## src/rtl/brt_pkg.sv

```systemverilog
package brt_pkg;

  // Instruction field geometry (fixed by the encoding)
  localparam int ILEN       = 32;
  localparam int OP_W       = 6;
  localparam int EXT_W      = 4;
  localparam int REG_W      = 6;
  localparam int TRSEL_W    = 3;
  localparam int IMM_W      = 6;

  localparam logic [OP_W-1:0] OPC_CMP_REG = 6'd25;
  localparam logic [OP_W-1:0] OPC_CMP_IMM = 6'd57;
  localparam logic [OP_W-1:0] OPC_TRGRP   = 6'd17;

  typedef enum logic [2:0] {
    K_NONE,
    K_CMP_REG,
    K_CMP_IMM,
    K_LINK,
    K_MOVE
  } kind_e;

  typedef enum logic [2:0] {
    C_EQ,
    C_NE,
    C_GE,
    C_GT,
    C_GEU,
    C_GTU
  } cond_e;

  typedef struct packed {
    kind_e               kind;
    cond_e               cond;
    logic [TRSEL_W-1:0]  tr_sel;
    logic [REG_W-1:0]    dest;
    logic [IMM_W-1:0]    imm;
    logic                hint;
    logic                bad;
  } dec_t;

endpackage

```

## src/rtl/brt_decode.sv

```systemverilog
module brt_decode
  import brt_pkg::*;
(
  input  logic [ILEN-1:0] instr,
  output dec_t            dec
);

  logic [OP_W-1:0]  opc;
  logic [EXT_W-1:0] ext;
  logic [2:0]       hi_gap;
  logic [5:0]       right_f;
  logic [1:0]       mid_gap;
  logic [3:0]       tail;

  assign opc     = instr[31:26];
  assign hi_gap  = instr[25:23];
  assign ext     = instr[19:16];
  assign right_f = instr[15:10];
  assign mid_gap = instr[8:7];
  assign tail    = instr[3:0];

  always_comb begin
    dec        = '0;
    dec.kind   = K_NONE;
    dec.cond   = C_EQ;
    dec.dest   = instr[9:4];
    dec.imm    = right_f;
    dec.hint   = instr[9];
    dec.tr_sel = instr[6:4];
    unique case (opc)
      OPC_CMP_REG: begin
        dec.kind = K_CMP_REG;
        unique case (ext)
          4'd1:    dec.cond = C_EQ;
          4'd5:    dec.cond = C_NE;
          4'd3:    dec.cond = C_GE;
          4'd7:    dec.cond = C_GT;
          4'd11:   dec.cond = C_GEU;
          4'd15:   dec.cond = C_GTU;
          default: dec.bad  = 1'b1;
        endcase
        if (mid_gap != '0 || tail != '0) dec.bad = 1'b1;
      end
      OPC_CMP_IMM: begin
        dec.kind = K_CMP_IMM;
        unique case (ext)
          4'd1:    dec.cond = C_EQ;
          4'd5:    dec.cond = C_NE;
          default: dec.bad  = 1'b1;
        endcase
        if (mid_gap != '0 || tail != '0) dec.bad = 1'b1;
      end
      OPC_TRGRP: begin
        dec.tr_sel = instr[22:20];
        unique case (ext)
          4'd1:    dec.kind = K_LINK;
          4'd5:    dec.kind = K_MOVE;
          default: begin
            dec.kind = K_LINK;
            dec.bad  = 1'b1;
          end
        endcase
        if (hi_gap != '0 || right_f != '1 || tail != '0) dec.bad = 1'b1;
      end
      default: dec.kind = K_NONE;
    endcase
  end

endmodule

```

## src/rtl/brt_compare.sv

```systemverilog
module brt_compare
  import brt_pkg::*;
#(
  parameter int XLEN = 64
) (
  input  cond_e            cond,
  input  logic             use_imm,
  input  logic [IMM_W-1:0] imm,
  input  logic [XLEN-1:0]  opa,
  input  logic [XLEN-1:0]  opb,
  output logic             hit
);

  logic [XLEN-1:0] rhs;
  logic            eq, gt_s, gt_u;

  assign rhs  = use_imm ? {{(XLEN-IMM_W){imm[IMM_W-1]}}, imm} : opb;
  assign eq   = (opa == rhs);
  assign gt_s = ($signed(opa) > $signed(rhs));
  assign gt_u = (opa > rhs);

  always_comb begin
    unique case (cond)
      C_EQ:    hit = eq;
      C_NE:    hit = !eq;
      C_GE:    hit = gt_s || eq;
      C_GT:    hit = gt_s;
      C_GEU:   hit = gt_u || eq;
      C_GTU:   hit = gt_u;
      default: hit = 1'b0;
    endcase
  end

endmodule

```

## src/rtl/brt_tr_select.sv

```systemverilog
module brt_tr_select
  import brt_pkg::*;
#(
  parameter int XLEN = 64
) (
  input  logic [(1<<TRSEL_W)*XLEN-1:0] bank,
  input  logic [TRSEL_W-1:0]           sel,
  output logic [XLEN-1:0]              value
);

  localparam int NTR = 1 << TRSEL_W;

  logic [XLEN-1:0] entry [NTR];

  for (genvar g = 0; g < NTR; g++) begin : g_unpack
    assign entry[g] = bank[g*XLEN +: XLEN];
  end

  assign value = entry[sel];

endmodule

```

## src/rtl/brt_out_stage.sv

```systemverilog
module brt_out_stage #(
  parameter int PW      = 8,
  parameter bit OUT_REG = 1'b1
) (
  input  logic          clk,
  input  logic          rst_n,
  input  logic          in_valid,
  output logic          in_ready,
  input  logic [PW-1:0] in_data,
  output logic          out_valid,
  input  logic          out_ready,
  output logic [PW-1:0] out_data
);

  if (OUT_REG) begin : g_reg
    logic          vld_q;
    logic [PW-1:0] dat_q;

    assign in_ready  = !vld_q || out_ready;
    assign out_valid = vld_q;
    assign out_data  = dat_q;

    always_ff @(posedge clk or negedge rst_n) begin
      if (!rst_n) begin
        vld_q <= 1'b0;
        dat_q <= '0;
      end else if (in_valid && in_ready) begin
        vld_q <= 1'b1;
        dat_q <= in_data;
      end else if (out_ready) begin
        vld_q <= 1'b0;
      end
    end

    // a stalled result stays put
    a_r9_hold_stable: assert property (@(posedge clk) disable iff (!rst_n)
      out_valid && !out_ready |=> out_valid && $stable(out_data));

    // no acceptance while a stalled result occupies the slot
    a_r9_no_accept_when_full: assert property (@(posedge clk) disable iff (!rst_n)
      out_valid && !out_ready |-> !in_ready);
  end else begin : g_pass
    assign in_ready  = out_ready;
    assign out_valid = in_valid;
    assign out_data  = in_data;
  end

endmodule

```

## src/rtl/brt_resolve_unit.sv

```systemverilog
module brt_resolve_unit
  import brt_pkg::*;
#(
  parameter int XLEN    = 64,
  parameter bit OUT_REG = 1'b1
) (
  input  logic                          clk,
  input  logic                          rst_n,
  input  logic                          in_valid,
  output logic                          in_ready,
  input  logic [ILEN-1:0]               in_instr,
  input  logic [XLEN-1:0]               in_opa,
  input  logic [XLEN-1:0]               in_opb,
  input  logic [XLEN-1:0]               in_pc,
  input  logic [(1<<TRSEL_W)*XLEN-1:0]  in_tr_bank,
  output logic                          out_valid,
  input  logic                          out_ready,
  output logic                          out_taken,
  output logic [XLEN-1:0]               out_next_pc,
  output logic                          out_likely,
  output logic                          out_link_we,
  output logic [REG_W-1:0]              out_link_dest,
  output logic [XLEN-1:0]               out_link_data,
  output logic                          out_illegal
);

  localparam int PW = 2*XLEN + REG_W + 4;

  dec_t            dec;
  logic            cmp_hit;
  logic            is_cmp;
  logic            legal;
  logic [XLEN-1:0] tr_val;
  logic [XLEN-1:0] seq_pc;

  logic            r_taken, r_likely, r_we, r_illegal;
  logic [XLEN-1:0] r_npc, r_ldata;
  logic [PW-1:0]   pay_in, pay_out;

  brt_decode u_dec (
    .instr (in_instr),
    .dec   (dec)
  );

  brt_compare #(.XLEN(XLEN)) u_cmp (
    .cond    (dec.cond),
    .use_imm (dec.kind == K_CMP_IMM),
    .imm     (dec.imm),
    .opa     (in_opa),
    .opb     (in_opb),
    .hit     (cmp_hit)
  );

  brt_tr_select #(.XLEN(XLEN)) u_trsel (
    .bank  (in_tr_bank),
    .sel   (dec.tr_sel),
    .value (tr_val)
  );

  assign seq_pc    = in_pc + XLEN'(4);
  assign is_cmp    = (dec.kind == K_CMP_REG) || (dec.kind == K_CMP_IMM);
  assign legal     = !dec.bad;
  assign r_illegal = dec.bad;
  assign r_taken   = legal && ((is_cmp && cmp_hit) || dec.kind == K_LINK);
  assign r_likely  = legal && is_cmp && dec.hint;
  assign r_we      = legal && (dec.kind == K_LINK || dec.kind == K_MOVE);
  assign r_npc     = r_taken ? tr_val : seq_pc;
  assign r_ldata   = (dec.kind == K_LINK) ? (seq_pc | XLEN'(1)) : tr_val;

  assign pay_in = {r_taken, r_npc, r_likely, r_we, dec.dest, r_ldata, r_illegal};

  brt_out_stage #(.PW(PW), .OUT_REG(OUT_REG)) u_out (
    .clk       (clk),
    .rst_n     (rst_n),
    .in_valid  (in_valid),
    .in_ready  (in_ready),
    .in_data   (pay_in),
    .out_valid (out_valid),
    .out_ready (out_ready),
    .out_data  (pay_out)
  );

  assign {out_taken, out_next_pc, out_likely, out_link_we,
          out_link_dest, out_link_data, out_illegal} = pay_out;

  // malformed words neither redirect nor write
  a_r7_illegal_quiet: assert property (@(posedge clk) disable iff (!rst_n)
    out_valid && out_illegal |-> !out_taken && !out_link_we && !out_likely);

  // the hint only accompanies compare-type results
  a_r4_hint_cmp_only: assert property (@(posedge clk) disable iff (!rst_n)
    in_valid && r_likely |-> is_cmp && !r_we);

  // link writes are odd and always redirect
  a_r5_link_odd: assert property (@(posedge clk) disable iff (!rst_n)
    in_valid && r_we && dec.kind == K_LINK |-> r_ldata[0] && r_taken);

  // reading a target register never redirects
  a_r6_move_not_taken: assert property (@(posedge clk) disable iff (!rst_n)
    in_valid && dec.kind == K_MOVE |-> !r_taken);

  // foreign opcodes leave every action idle
  a_r8_foreign_idle: assert property (@(posedge clk) disable iff (!rst_n)
    in_valid && dec.kind == K_NONE |-> !r_taken && !r_we && !r_illegal);

  // nothing is presented in the first cycle after reset
  a_r10_reset_empty: assert property (@(posedge clk)
    !rst_n |=> !OUT_REG || !out_valid);

endmodule

```

## config.mk

```make
export PLATFORM = sky130hd
export DESIGN_NAME = brt_resolve_unit
export DESIGN_NICKNAME = d
export VERILOG_FILES = /design/src/rtl/brt_pkg.sv /design/src/rtl/brt_decode.sv /design/src/rtl/brt_compare.sv /design/src/rtl/brt_tr_select.sv /design/src/rtl/brt_out_stage.sv /design/src/rtl/brt_resolve_unit.sv
export SDC_FILE = /design/constraint.sdc
export NUM_CORES = 1
export LEC_CHECK = 0
export ABC_CLOCK_PERIOD_IN_PS = 1900
export BUFFER_PORTS_ARGS = -buffer_cell sky130_fd_sc_hd__buf_2
export CAP_MARGIN = 20
export CORE_AREA = 2 2 339 341
export DETAILED_ROUTE_END_ITERATION = 7
export DIE_AREA = 0 0 341 343
export PLACE_DENSITY_LB_ADDON = 0.12
export SETUP_SLACK_MARGIN = 0.4
export SYNTH_ARGS = -nofsm -noshare
export SYNTH_HDL_FRONTEND = slang
export SYNTH_SLANG_ARGS = --single-unit
```

## constraint.sdc

```tcl
create_clock -name clk -period 1.9 [get_ports clk]
set_input_delay 0.19 -clock clk [delete_from_list [all_inputs] [get_ports clk]]
set_output_delay 0.19 -clock clk [all_outputs]
set_load 0.1 [all_outputs]
```

**Yosys cells after proc, flatten, opt, wreduce, memory -nomap -nowiden**

Cells that the tools add are included.

- Magnitude comparators: 3
- Muxes and demuxes: 21
- Add/subtract/negate cells: 1
- Eq/ne operators: 20
- Reduce and logical (&&, ||, !) cells: 25
- Bitwise gates (word level): 1

Operators with widths:

| operator | number |
|---|---|
| 64-bit two-way mux | 5 |
| 64-bit binary-select mux with 3-bit select | 1 |
| 64-bit > comparator | 2 |
| 64-bit by 3-bit adder with 64-bit output (second input constant) | 1 |
| 64-bit equality test | 1 |
| 3-bit one-hot mux with 5 select lines | 1 |
| 3-bit by 2-bit equality test with 1-bit output (second input constant) | 4 |
| 6-bit by 5-bit equality test with 1-bit output (second input constant) | 2 |
| 3-bit equality test (second input constant) | 3 |
| 1-bit logical OR | 9 |
| 3-bit one-hot mux with 3 select lines | 1 |
| 4-bit by 3-bit equality test with 1-bit output (second input constant) | 2 |
| 4-bit equality test (second input constant) | 2 |
| 1-bit two-way mux | 8 |
| 3-bit by 1-bit equality test with 1-bit output (second input constant) | 2 |
| 6-bit equality test (second input constant) | 1 |
| 1-bit logical AND | 6 |
| 3-bit two-way mux | 2 |
| 6-bit != test (second input constant) | 1 |
| 1-bit one-hot mux with 6 select lines | 1 |
| 3-bit one-hot mux with 2 select lines | 1 |
| 6-bit OR reduction | 1 |
| 4-bit by 1-bit equality test with 1-bit output (second input constant) | 1 |
| 4-bit by 2-bit equality test with 1-bit output (second input constant) | 1 |
| 9 further kinds | 12 |

- Output and inout bits: 140
- Bits in registers: 139
- Logic and storage cells: 73
- Bits of input ports: 740

**Logic depth before layout (Yosys ltp)**

Gate-level depths: netlist (run 1).

- Word-level depth: 12
- Gate-level depth with buffers: 19
- Mapped depth without buffers: 13

**By module**

Synthesis (run 1) repeated with hierarchy kept, for this count alone.

- Cells, all modules: 1384
- Area, all modules: 14582.7 sq um

By module, submodules not included:

| module | sequential area each (sq um) | times used | area each (sq um) | cells an instance |
|---|---|---|---|---|
| brt_out_stage | 3478.3 | 1 | 5604.1 | 295 |
| brt_tr_select | 0.0 | 1 | 3832.4 | 227 |
| brt_resolve_unit | 0.0 | 1 | 3011.6 | 566 |
| brt_compare | 0.0 | 1 | 1850.5 | 254 |
| brt_decode | 0.0 | 1 | 284.0 | 42 |

**Least setup slack after synthesis (run 1)**

No wires, ideal clock.

- Kind: in2reg
- Start: input port in_instr[28]
- End: register u_out.g_reg.dat_q[100] (netlist: u_out.out_data[100])
- Buffers on the path: 6
- Setup slack: -2.154 ns
- Arrival: 3.933 ns
- Stages: 18
- Data required time: 1.779 ns
- Setup time: 0.121 ns
- Cell sequence: and4bb_2 -> and2_1 -> clkbuf_1 -> and3_1 -> clkbuf_1 -> clkbuf_1 -> clkbuf_1 -> a21oi_1 -> ha_1 -> nand2b_1 -> a221oi_1 -> o221ai_1 -> a2111oi_1 -> o31a_1 -> buf_2 -> clkbuf_1 -> nor2_1 -> o22a_1

- Longest elaborated chain between the ends: 11
- Elaborated cells on any way between the ends: 34
- Those cells by class: order compare: 2; eq/ne: 12; mux: 10; bitwise: 1; reduce/logical: 9

RTL lines:

| element | RTL line | RTL |
|---|---|---|
| start: declaration | brt_resolve_unit.sv:11 | `input logic [ILEN-1:0] in_instr,` |
| 6-bit by 5-bit equality test with 1-bit output or 6-bit equality test (tied branches) | brt_decode.sv:30 | `unique case (opc)` |
| 3-bit one-hot mux with 3 select lines | brt_decode.sv:30 |  |
| 3-bit by 2-bit equality test with 1-bit output | brt_resolve_unit.sv:47, brt_resolve_unit.sv:61 |  |
| 64-bit two-way mux | brt_compare.sv:17 | `assign rhs = use_imm ? {{(XLEN-IMM_W){imm[IMM_W-1]}}, imm} : opb;` |
| 64-bit > comparator (tied with other cells) | brt_compare.sv:20 | `assign gt_u = (opa > rhs);` |
| 1-bit logical OR (tied with other cells) | brt_compare.sv:28 | `C_GEU: hit = gt_u \|\| eq;` |
| 1-bit one-hot mux with 6 select lines | brt_compare.sv:23 | `unique case (cond)` |
| 1-bit logical AND | brt_resolve_unit.sv:64 | `assign r_taken = legal && ((is_cmp && cmp_hit) \|\| dec.kind == K_LINK);` |
| 1-bit logical OR | brt_resolve_unit.sv:64 |  |
| 1-bit logical AND | brt_resolve_unit.sv:64 |  |
| 64-bit two-way mux * | brt_resolve_unit.sv:67 | `assign r_npc = r_taken ? tr_val : seq_pc;` |
| end signal: assignment | brt_out_stage.sv:29 | `dat_q <= in_data;` |
| end: declaration | brt_out_stage.sv:17 | `logic [PW-1:0] dat_q;` |

Every way passes the cells marked *; elsewhere a longest branch is shown, timed or not. The select of a mux whose other input is x is not followed.
A chain may end at the register's enable or synchronous reset.

**Worst setup path in the final report (run 1)**

- Start: input port in_instr[27]
- End: register u_out.g_reg.dat_q[97] (netlist: u_out.out_data[97])

Same word-level chain as after synthesis.

==> results of run 1 <==
-- power groups by stage --
stage | Clock, mW | Combinational, mW | Sequential, mW
2_1_floorplan | 0 | 1.81 | 7.03
3_3_place_gp | 0 | 8.57 | 3.80
3_5_place_dp | 0 | 8.54 | 3.79
4_1_cts | 4.11 | 9.96 | 3.77
5_1_grt | 4.16 | 10.7 | 3.83
6_report | 3.90 | 10.2 | 3.77
-- sequential cells by signal, indices dropped and copies added (netlist names) --
name,flops
u_out.out_data,138
u_out.out_valid,1
-- metal layers --
layer  share of wire (%)  vias to the layer above
li1                    -                     9541
met1                  42                     9477
met2                  50                      680
met3                 6.7                      114
met4                 1.3                       24
met5                0.14                        -
-- per-stage QoR --
stage          area [sq um]  instances
2_1_floorplan         13800       2000
3_3_place_gp          22400       4554
3_5_place_dp          22400       4554
4_1_cts               27200       4736
5_1_grt               28400       4763
6_report              28400       4772
-- how the worst max path moves through the flow --
stage / startpoint / end / slack, ps / cells past startpoint
2_1_floorplan: in_instr[27] / u_out.out_data[115]$_DFFE_PN0P_ / -1600 / 18
3_3_place_gp: in_instr[28] / u_out.out_data[73]$_DFFE_PN0P_ / -2280 / 19
3_5_place_dp: in_instr[28] / u_out.out_data[100]$_DFFE_PN0P_ / -2270 / 18
4_1_cts: in_instr[27] / u_out.out_data[97]$_DFFE_PN0P_ / -1510 / 19
5_1_grt: in_instr[27] / u_out.out_data[86]$_DFFE_PN0P_ / -1690 / 19
6_report: in_instr[27] / u_out.out_data[97]$_DFFE_PN0P_ / -1540 / 19
-- worst max-delay path, cell delays in order --
cell      delay (ps)
buf_6             90
and4bb_2         290
and2_4           170
nand2_4           60
buf_12           140
mux2_4           320
ha_4             260
nand4_1          190
nor4_4           370
buf_4            180
nand4_1          110
or3b_1           390
a31o_4           260
o31ai_4           60
buf_12           170
buf_8            110
buf_16           150
o21ai_0          110
o22a_1           180
-- synth_stat cells, types with 3 or more instances --
cell,count,share of area (%)
nor2_1,94,2.6
nor2b_4,4,0.40
buf_6,3,0.25
buf_2,10,0.37
nor3_1,7,0.26
inv_1,13,0.36
mux2i_1,14,1.0
nand4_1,93,4.3
a32oi_1,4,0.26
o21ai_2,5,0.32
ha_1,65,6.0
nor2_4,7,0.58
a221oi_1,4,0.26
o22a_1,60,3.9
clkbuf_1,130,3.6
and3_1,8,0.37
nor2b_1,4,0.18
nor4_1,12,0.55
o21ai_1,13,0.48
xor2_1,24,1.5
a21oi_1,91,3.3
xnor2_1,36,2.3
and4_1,5,0.32
a31o_2,3,0.19
mux2_2,62,5.1
dfrtp_1,139,26
nand2_1,636,18
nand2b_1,8,0.37
or4_1,4,0.22
a31oi_1,3,0.14
o21ai_0,112,4.1
nand3_1,278,10
o31ai_1,4,0.22
a21o_1,5,0.28
a211oi_1,3,0.17
-- cell type report --
cell class | instances | area (sq um) | area share (%)
Antenna cell | 13 | 32.5 | 0.115
Clock buffer | 19 | 433 | 1.52
Clock inverter | 13 | 191 | 0.674
Inverter | 13 | 48.8 | 0.172
Multi-Input combinational cell | 1700 | 11400 | 40.1
Sequential cell | 139 | 3490 | 12.3
Tap cell | 1512 | 1890 | 6.66
Timing Repair Buffer | 1363 | 10900 | 38.4
-- kinds of logic after synthesis --
group	after synthesis	share of synthesized area [%]
simple gates	1180	39.1
compound gates	319	14.4
buf+inv	161	4.87
flops	139	25.6
mux	76	6.17
fa+ha+maj	65	5.98
xor+xnor	60	3.86
-- what timing repair did --
item                                    in CTS  in global routing
hold endpoints to repair                   114                  0
resized for setup                          590                244
gates cloned                                40                  2
pin swaps                                  142                131
hold buffers                                10                  0
setup buffers                              100                 21
endpoints found under the setup margin     277                165
==> metrics.yaml, run 1 <==
status:
  status: "finished with violations"
  violations: "negative setup slack"
logic_synthesis:
  ys_types: 64
  avgSynthCellArea_sq_um: 6.80
  synthesis.instances: 2000
  synth-seq-area-share_pct: 25.6
  synth.net_count: 2805
  synth_ff_type: "dfrtp_1"
  synth_edf_count: 0
  synth-seq-cells: 139
  yosys_warnings: 0
  synth_area_sq_um: 13600
  async_flop_share_pct: 100
min_path:
  hold_depth: 3
  hold_start: "out_ready"
  whs_endpoint: "u_out.out_valid$_DFFE_PN0P_"
  holdCritPathClass: "primary input to register"
critical_path:
  reg2reg_slack_ps: 250
  cp-end-kind: "register"
  rr_startpoint: "u_out.out_valid$_DFFE_PN0P_"
  r2r_end: "u_out.out_data[104]$_DFFE_PN0P_"
  path_max_fanout: 16
  ff2ff_path_depth: 6
  critPathRequiredTime_ps: 2300
  arrival_ps: 3840
  path_class: "primary input to register"
  start_kind: "primary input"
grt:
  busiest_layer: "met2"
  use_met3_pct: 4.99
  grt_use_met2_pct: 35.6
  grt_pass1_vias: 20556
  grt_pass1_wl_um: 162000
  overflow: 0
  met1_usage_pct: 24.0
  grt_max_degree: 67
  grt_usage_pct: 19.8
  antenna_found_initial: 43
sta:
  setup_slack_ps: -1540
  fin_crit_sh_pct: 181
  worst_pin_slew_ps: 527
  slew_headroom_pct: 64.9
  fin_crit_ps: 3440
  finalSetupViolCount: 129
  finClkSkew_ps: 7.92
  maxSlewViolCount: 0
  clock.fmax_ghz: 0.291
  timing.setup.tns_ps: -120550
  rsz0062_at_grt: "yes"
  whs_ps: 75.4
  hold_violations: 0
cells_and_area:
  final_common_cell: "buf_2"
  final_cell_mix: "buf_2, nand2_1, buf_4, nand3_1, dfrtp_1"
  nets: 4039
  syn_to_final_growth_pct: 109
  fin_util_pct: 25.0
  drive_above_1_share_pct: 56.2
  n_fill_cell: 12837
place:
  dp.final_hpwl_um: 94200
  gp_congestion: 0.870
  place_ws_ps: -2270
  port_buffers: 879
clocking:
  tritoncts: "yes"
  clkSlewWorstSetupHoldPaths_ps: 70
  htree_levels: 4
  clk_latency_ps: 500
  cts_sinks: 139
  cts_max_path_buffers: 2
  cts_buffers: 17
  root_buffer: "clkbuf_16"
drt:
  drc: 0
  dr_total_vias: 19836
  via_per_inst: 4.16
  drtIter0Drc: 1041
  dr.pass1.iters: 5
  wirelength_um: 120000
  antenna_left: 0
  wire_per_inst_um: 25.1
die:
  core_sq_um: 113000
  die_w_um: 341
  die_y_um: 343
  start_util_pct: 12.0
  boundaryPins: 880
  die_area_sq_um: 117000
  row_count: 124
pwr:
  switchingPower_mw: 8.77
  intPower_mw: 9.09
  swShare_pct: 49.1
  p_clk_share_pct: 21.9
  leakage_nw: 13.4
  combinationalPowerShare_pct: 57.0
  p_total_mw: 17.9
  peakVddDrop_mv: 0.775
  sequentialPowerShare_pct: 21.1
  cellPowerDensity_nw_per_um2: 629
flow_run:
  maxCapViolCount: 0
Note: power is estimated with default switching activity, not from simulation.
==> run 2, diff against run 1 <==
Settings changed: CORE_AREA 2 2 339 341 to 2 2 346 348, DIE_AREA 0 0 341 343 to 0 0 348 350.
==> metrics.yaml, run 2 (synthesis gave the netlist of run 1 again) <==
status:
  status: "finished with violations"  # unchanged
  violations: "negative setup slack"  # unchanged
clocking:
  root_buffer: "clkbuf_16"  # unchanged
  htree_levels: 4  # unchanged
  tritoncts: "yes"  # unchanged
  cts_sinks: 139  # unchanged
  cts_max_path_buffers: 2  # unchanged
  cts_buffers: 17  # unchanged
  clk_latency_ps: 500  # about the same
  clkSlewWorstSetupHoldPaths_ps: 80  # was 70 ps
critical_path:
  cpMostUsedCell: "buf_12"
  cp-end-kind: "register"  # unchanged
  arrival_ps: 3940  # was 3840 ps
  critPathRequiredTime_ps: 2290  # was 2300 ps
  max_stage_delay_ps: 410  # was 390 ps
  start_kind: "primary input"  # unchanged
  path_max_fanout: 7  # was 16
  crit_chain: "buf_2 -> and4bb_4 -> and2_4 -> nand2_4 -> buf_12 -> mux2_2 -> ha_1 -> nand4_1 -> nor4_4 -> buf_4 -> nand4_1 -> or3b_1 -> a31o_4 -> o31ai_4 -> buf_12 -> buf_12 -> buf_12 -> o21ai_0 -> o22a_1"  # was buf_6 -> and4bb_2 -> and2_4 -> nand2_4 -> buf_12 -> mux2_4 -> ha_4 -> nand4_1 -> nor4_4 -> buf_4 -> nand4_1 -> or3b_1 -> a31o_4 -> o31ai_4 -> buf_12 -> buf_8 -> buf_16 -> o21ai_0 -> o22a_1
  path_class: "primary input to register"  # unchanged
  critPathSlowestCell: "or3b_1"  # unchanged
sta:
  maxSlewViolCount: 0  # unchanged
  fin_crit_ps: 3560  # was 3440 ps
  rsz0062_at_grt: "yes"  # unchanged
  setup_slack_ps: -1660  # was -1540 ps
  worst_pin_slew_ps: 616  # was 527 ps
  finalSetupViolCount: 128  # was 129
  clock.fmax_ghz: 0.281  # was 0.291 GHz
  hold_violations: 0  # unchanged
  finClkSkew_ps: 12.5  # was 7.92 ps
  fin_crit_sh_pct: 187  # was 181%
  slew_headroom_pct: 59.2  # was 64.9%
grt:
  grt_usage_pct: 17.0  # was 19.8%
  grt_max_degree: 50  # was 67
  met1_usage_pct: 20.6  # was 24.0%
  grt_pass1_vias: 19500  # was 20.6k
  antenna_found_initial: 43  # unchanged
  grt_use_met2_pct: 29.1  # was 35.6%
  use_met3_pct: 4.81  # was 4.99%
  grt_pass1_wl_um: 146000  # was 162000 um
  busiest_layer: "met2"  # unchanged
  overflow: 0  # unchanged
cells_and_area:
  syn_to_final_growth_pct: 77.8  # was 109%
  drive_above_1_share_pct: 45.3  # was 56.2%
  instances_no_fill: 4678  # was 4772
  n_fill_cell: 13506  # was 12.8k
  nets: 3920  # was 4039
  final_cell_mix: "buf_2, nand2_1, buf_4, nand3_1, dfrtp_1"  # unchanged
  final_common_cell: "buf_2"  # unchanged
  largest_reg_flops: 138  # unchanged
drt:
  via_per_inst: 4.04  # was 4.16
  wirelength_um: 107000  # was 120000 um
  dr_total_vias: 18909  # was 19.8k
  dr.pass1.iters: 5  # unchanged
  drc: 0  # unchanged
  drtIter0Drc: 887  # was 1041
  antenna_left: 0  # unchanged
  wire_per_inst_um: 23.0  # was 25.1 um
place:
  dp.final_hpwl_um: 92100  # was 94200 um
  port_buffers: 879  # unchanged
  dp_cells: 4604  # was 4554
  gp_congestion: 0.874  # was 0.870
die:
  core_sq_um: 118000  # was 113000 sq um
  start_util_pct: 11.5  # was 12.0%
  die_w_um: 348  # was 341 um
  die_area_sq_um: 122000  # was 117000 sq um
  boundaryPins: 880  # unchanged
  row_count: 126  # was 124
  die_y_um: 350  # was 343 um
pwr:
  leakage_nw: 11.5  # was 13.4 nW
  cellPowerDensity_nw_per_um2: 664  # was 629 nW/um^2
  peakVddDrop_mv: 0.566  # was 0.775 mV
  p_total_mw: 16.1  # was 17.9 mW
min_path:
  holdCritPathClass: "primary input to register"  # unchanged
flow_run:
  maxCapViolCount: 0  # unchanged
-- run 2: cell types whose count changed in the layout (fill, tap and decap cells not counted), moves of 55 or more --
cell	before	now
buf_2	731	857
nand3_1	158	271
nand2_1	528	634
nand3_2	113	7
buf_4	370	288
nand2_2	80	1
o21ai_0	31	101
o21ai_2	68	5
mux2_2	2	57
mux2_4	59	4
-- run 2: cell type report --
cell class / count / area, sq um / share of cell area, %
diodes: 14 / 35.0 / 0.145
clock buffers: 20 / 457 / 1.89
clock inverters: 12 / 130 / 0.538
inverters: 13 / 48.8 / 0.202
multi-input cells: 1700 / 9880 / 40.9
flip-flops and latches: 139 / 3480 / 14.4
well taps: 1536 / 1920 / 7.95
repair buffers: 1244 / 8220 / 34.0
-- run 2: path summary, 6_finish.rpt --
| path | from | endpoint | slack, ps | cells after the start |
|---|---|---|---|---|
| worst min register to register | u_out.out_data[71]$_DFFE_PN0P_ | u_out.out_data[71]$_DFFE_PN0P_ | 470 | 2 |
| worst max register to register | u_out.out_valid$_DFFE_PN0P_ | u_out.out_data[81]$_DFFE_PN0P_ | 280 | 6 |
| worst min-delay path | in_pc[63] | u_out.out_data[64]$_DFFE_PN0P_ | 130 | 4 |
| max in group asynchronous | rst_n | u_out.out_data[15]$_DFFE_PN0P_ | 1050 | 3 |
| min in group asynchronous | rst_n | u_out.out_data[63]$_DFFE_PN0P_ | 170 | 2 |
| worst max-delay path | in_instr[27] | u_out.out_data[117]$_DFFE_PN0P_ | -1660 | 19 |
-- run 2: what timing repair did --
item | 4_1_cts | 5_1_grt
pin swaps | 39 | 27
setup buffers | 12 | 2
gates cloned | 3 | 0
endpoints found under the setup margin | 270 | 266
resized for setup | 63 | 56
hold endpoints to repair | 148 | 0
hold buffers | 11 | 0
-- run 2: metal layers --
metal,share of wire [%],routed length (um),vias to the layer above
met5,0.16,171,-
met4,2.4,2560,28
met3,6.2,6710,115
met2,49,52500,650
met1,42,45500,8846
li1,-,-,9270
-- run 2: through the flow --
step                hold slack (ps)  TNS, ps  setup WS [ps]  utilization [%]  area [sq um]
detailed placement              133  -216580          -2560             19.4         22800
global placement                131  -216540          -2550             19.4         22800
CTS                            66.5  -115980          -1600             20.4         24000
finish                          129  -119650          -1660             20.5         24200
global route                    106  -136800          -1820             20.5         24200
floorplan                      -106  -130940          -1600                -         13800
-- run 2: power by group --
part / internal [mW] / leakage (nW) / switching [mW]
clock: 1.91 / 0.285 / 1.72
combinational: 2.49 / 9.56 / 6.22
sequential: 3.41 / 1.63 / 0.312
total: 7.81 / 11.5 / 8.25
-- run 2: critical path, delay by kind of cell --
family	cells	cell delay (ps)
simple gates	7	1730
buf+inv	6	870
compound gates	4	600
fa+ha+maj	1	270
mux	1	260
==> run 3, diff against run 2 <==
Settings changed: CTS_CLUSTER_SIZE from default to 10, PLACE_DENSITY from default to 0.34, PLACE_DENSITY_LB_ADDON 0.12 to default, TNS_END_PERCENT from default to 5.
==> metrics.yaml, run 3 (synthesis gave the netlist of run 1 again) <==
status:
  status: "finished with violations"  # unchanged
  violations: "negative setup slack"  # unchanged
drt:
  drtIter0Drc: 923  # was 887
  antenna_left: 0  # unchanged
  wirelength_um: 106000  # was 107000 um
  wire_per_inst_um: 22.9  # was 23.0 um
  dr_total_vias: 18849  # was 18.9k
  drc: 0  # unchanged
  via_per_inst: 4.06  # was 4.04
  dr.pass1.iters: 5  # unchanged
clocking:
  tritoncts: "yes"  # unchanged
  root_buffer: "clkbuf_16"  # unchanged
  cts_max_path_buffers: 2  # unchanged
  htree_levels: 4  # unchanged
  clkSlewWorstSetupHoldPaths_ps: 70  # was 80 ps
  cts_buffers: 17  # unchanged
  cts_sinks: 139  # unchanged
  clk_latency_ps: 490  # was 500 ps
die:
  die_w_um: 348  # unchanged
  row_count: 126  # unchanged
  core_sq_um: 118000  # unchanged
  boundaryPins: 880  # unchanged
  die_area_sq_um: 122000  # unchanged
  start_util_pct: 11.5  # unchanged
  die_y_um: 350  # unchanged
cells_and_area:
  largest_reg_flops: 138  # unchanged
  n_fill_cell: 13517  # about the same
  nets: 3886  # was 3920
  syn_to_final_growth_pct: 78.1  # was 77.8%
  drive_above_1_share_pct: 45.5  # was 45.3%
  instances_no_fill: 4639  # was 4678
  multi_input_area_sq_um: 10100  # was 9880 sq um
  final_common_cell: "buf_2"  # unchanged
  final_cell_mix: "buf_2, nand2_1, buf_4, nand3_1, dfrtp_1"  # unchanged
  fin_area_sq_um: 24200  # about the same
  final-seq-area_sq_um: 3480  # about the same
critical_path:
  crit_chain: "buf_2 -> and4bb_2 -> and2_4 -> and3_4 -> buf_12 -> buf_4 -> a21oi_1 -> ha_1 -> nand4_1 -> buf_4 -> nor4_2 -> buf_4 -> nand4_1 -> or3b_1 -> a31o_2 -> o31ai_4 -> buf_12 -> buf_12 -> buf_16 -> o21ai_0 -> o22a_1"  # was buf_2 -> and4bb_4 -> and2_4 -> nand2_4 -> buf_12 -> mux2_2 -> ha_1 -> nand4_1 -> nor4_4 -> buf_4 -> nand4_1 -> or3b_1 -> a31o_4 -> o31ai_4 -> buf_12 -> buf_12 -> buf_12 -> o21ai_0 -> o22a_1
  cp-end-kind: "register"  # unchanged
  max_stage_delay_ps: 400  # was 410 ps
  ff2ff_path_depth: 6  # unchanged
  path_max_fanout: 27  # was 7
  arrival_ps: 3880  # was 3940 ps
  critPathRequiredTime_ps: 2270  # was 2290 ps
  path_class: "primary input to register"  # unchanged
  r2r_end: "u_out.out_data[123]$_DFFE_PN0P_"  # was u_out.out_data[81]$_DFFE_PN0P_
  critPathSlowestCell: "or3b_1"  # unchanged
  rr_startpoint: "u_out.out_valid$_DFFE_PN0P_"  # unchanged
  reg2reg_slack_ps: 340  # was 280 ps
  start_kind: "primary input"  # unchanged
pwr:
  leakage_nw: 11.5  # about the same
  cellPowerDensity_nw_per_um2: 662  # was 664 nW/um^2
  peakVddDrop_mv: 0.689  # was 0.566 mV
min_path:
  whs_endpoint: "u_out.out_data[65]$_DFFE_PN0P_"  # was u_out.out_data[64]$_DFFE_PN0P_
  hold_start: "in_instr[4]"  # was in_pc[63]
  holdCritPathClass: "primary input to register"  # unchanged
  hold_depth: 4  # unchanged
flow_run:
  maxCapViolCount: 0  # unchanged
sta:
  hold_violations: 0  # unchanged
  slew_headroom_pct: 66.6  # was 59.2%
  worst_pin_slew_ps: 505  # was 616 ps
  clock.fmax_ghz: 0.285  # was 0.281 GHz
  finClkSkew_ps: 16.7  # was 12.5 ps
  finalSetupViolCount: 128  # unchanged
  setup_slack_ps: -1610  # was -1660 ps
  whs_ps: 46.3  # was 129 ps
  maxSlewViolCount: 0  # unchanged
  rsz0062_at_grt: "yes"  # unchanged
  fin_crit_sh_pct: 185  # was 187%
  fin_crit_ps: 3510  # was 3560 ps
place:
  place_ws_ps: -2250  # was -2560 ps
  dp_cells: 4581  # was 4604
  place_area_sq_um: 22400  # was 22800 sq um
  port_buffers: 879  # unchanged
  gp_congestion: 0.849  # was 0.874
  dp.final_hpwl_um: 91300  # was 92100 um
grt:
  overflow: 0  # unchanged
  grt_pass1_vias: 19190  # was 19.5k
  grt_usage_pct: 16.9  # was 17.0%
  antenna_found_initial: 40  # was 43
  grt_use_met2_pct: 29.9  # was 29.1%
  grt_max_degree: 64  # was 50
  busiest_layer: "met2"  # unchanged
  grt_pass1_wl_um: 145000  # was 146000 um
  use_met3_pct: 3.74  # was 4.81%
  met1_usage_pct: 20.9  # was 20.6%
run 3: changes by cell type in the layout (fill, tap and decap cells not counted), moves of 8 or more:
cell | before | now
buf_12 | 64 | 50
buf_2 | 857 | 741
buf_4 | 288 | 379
buf_6 | 13 | 23
mux2_2 | 57 | 41
mux2_4 | 4 | 20
o21ai_0 | 101 | 74
o21ai_1 | 24 | 46
xnor2_1 | 34 | 26
xnor2_2 | 2 | 10
run 3: per-layer routing:
| metal | vias up | part of all wire [%] |
|---|---|---|
| met1 | 8837 | 43 |
| met3 | 95 | 5.7 |
| met2 | 707 | 50 |
| li1 | 9184 | - |
| met5 | - | 0.14 |
| met4 | 26 | 1.2 |
run 3: layout make-up:
cell class              count  area share, %
multi-input cells        1700           41.6
repair buffers           1210           33.4
flip-flops and latches    139           14.4
well taps                1536           7.94
clock buffers              20           1.84
clock inverters            12          0.568
inverters                  13          0.201
diodes                      9         0.0930
run 3: critical path, delay by kind of cell:
kind,cells,cell delay (ps)
fa+ha+maj,1,330
buf+inv,8,1100
simple gates,7,1540
compound gates,5,680
run 3: timing repair:
item / 4_1_cts / 5_1_grt
gates resized for setup: 235 / 77
pin swaps: 33 / 22
hold endpoints to repair: 66 / 0
hold buffers: 7 / 0
setup endpoints to repair: 267 / 134
buffers inserted: 6 / 3
cloned: 1 / 0
run 3: stage by stage:
step | utilization [%] | total power [mW] | TNS, ps
final | 20.6 | 16.0 | -120330
after global routing | 20.5 | 16.8 | -133160
after CTS | 20.3 | 16.2 | -118600
after detailed placement | 19.0 | 12.1 | -204790
after global placement | 19.0 | 12.2 | -203470
after floorplan | - | 8.82 | -183720
run 3: report_power, final:
group	total (mW)	leakage (nW)	switching, mW	internal, mW
Clock	3.55	0.270	1.58	1.98
Combinational	8.77	9.57	6.11	2.66
Sequential	3.71	1.63	0.295	3.41
run 3: worst max-delay path by stage:
| stage | start | to | slack (ps) |
|---|---|---|---|
| 4_1_cts | in_instr[27] | u_out.out_data[88]$_DFFE_PN0P_ | -1600 |
| 5_1_grt | in_instr[27] | u_out.out_data[87]$_DFFE_PN0P_ | -1740 |
| 6_report | in_instr[27] | u_out.out_data[99]$_DFFE_PN0P_ | -1610 |
| 3_3_place_gp | in_instr[27] | u_out.out_data[88]$_DFFE_PN0P_ | -2230 |
| 2_1_floorplan | in_instr[27] | u_out.out_data[115]$_DFFE_PN0P_ | -1600 |
| 3_5_place_dp | in_instr[27] | u_out.out_data[89]$_DFFE_PN0P_ | -2250 |
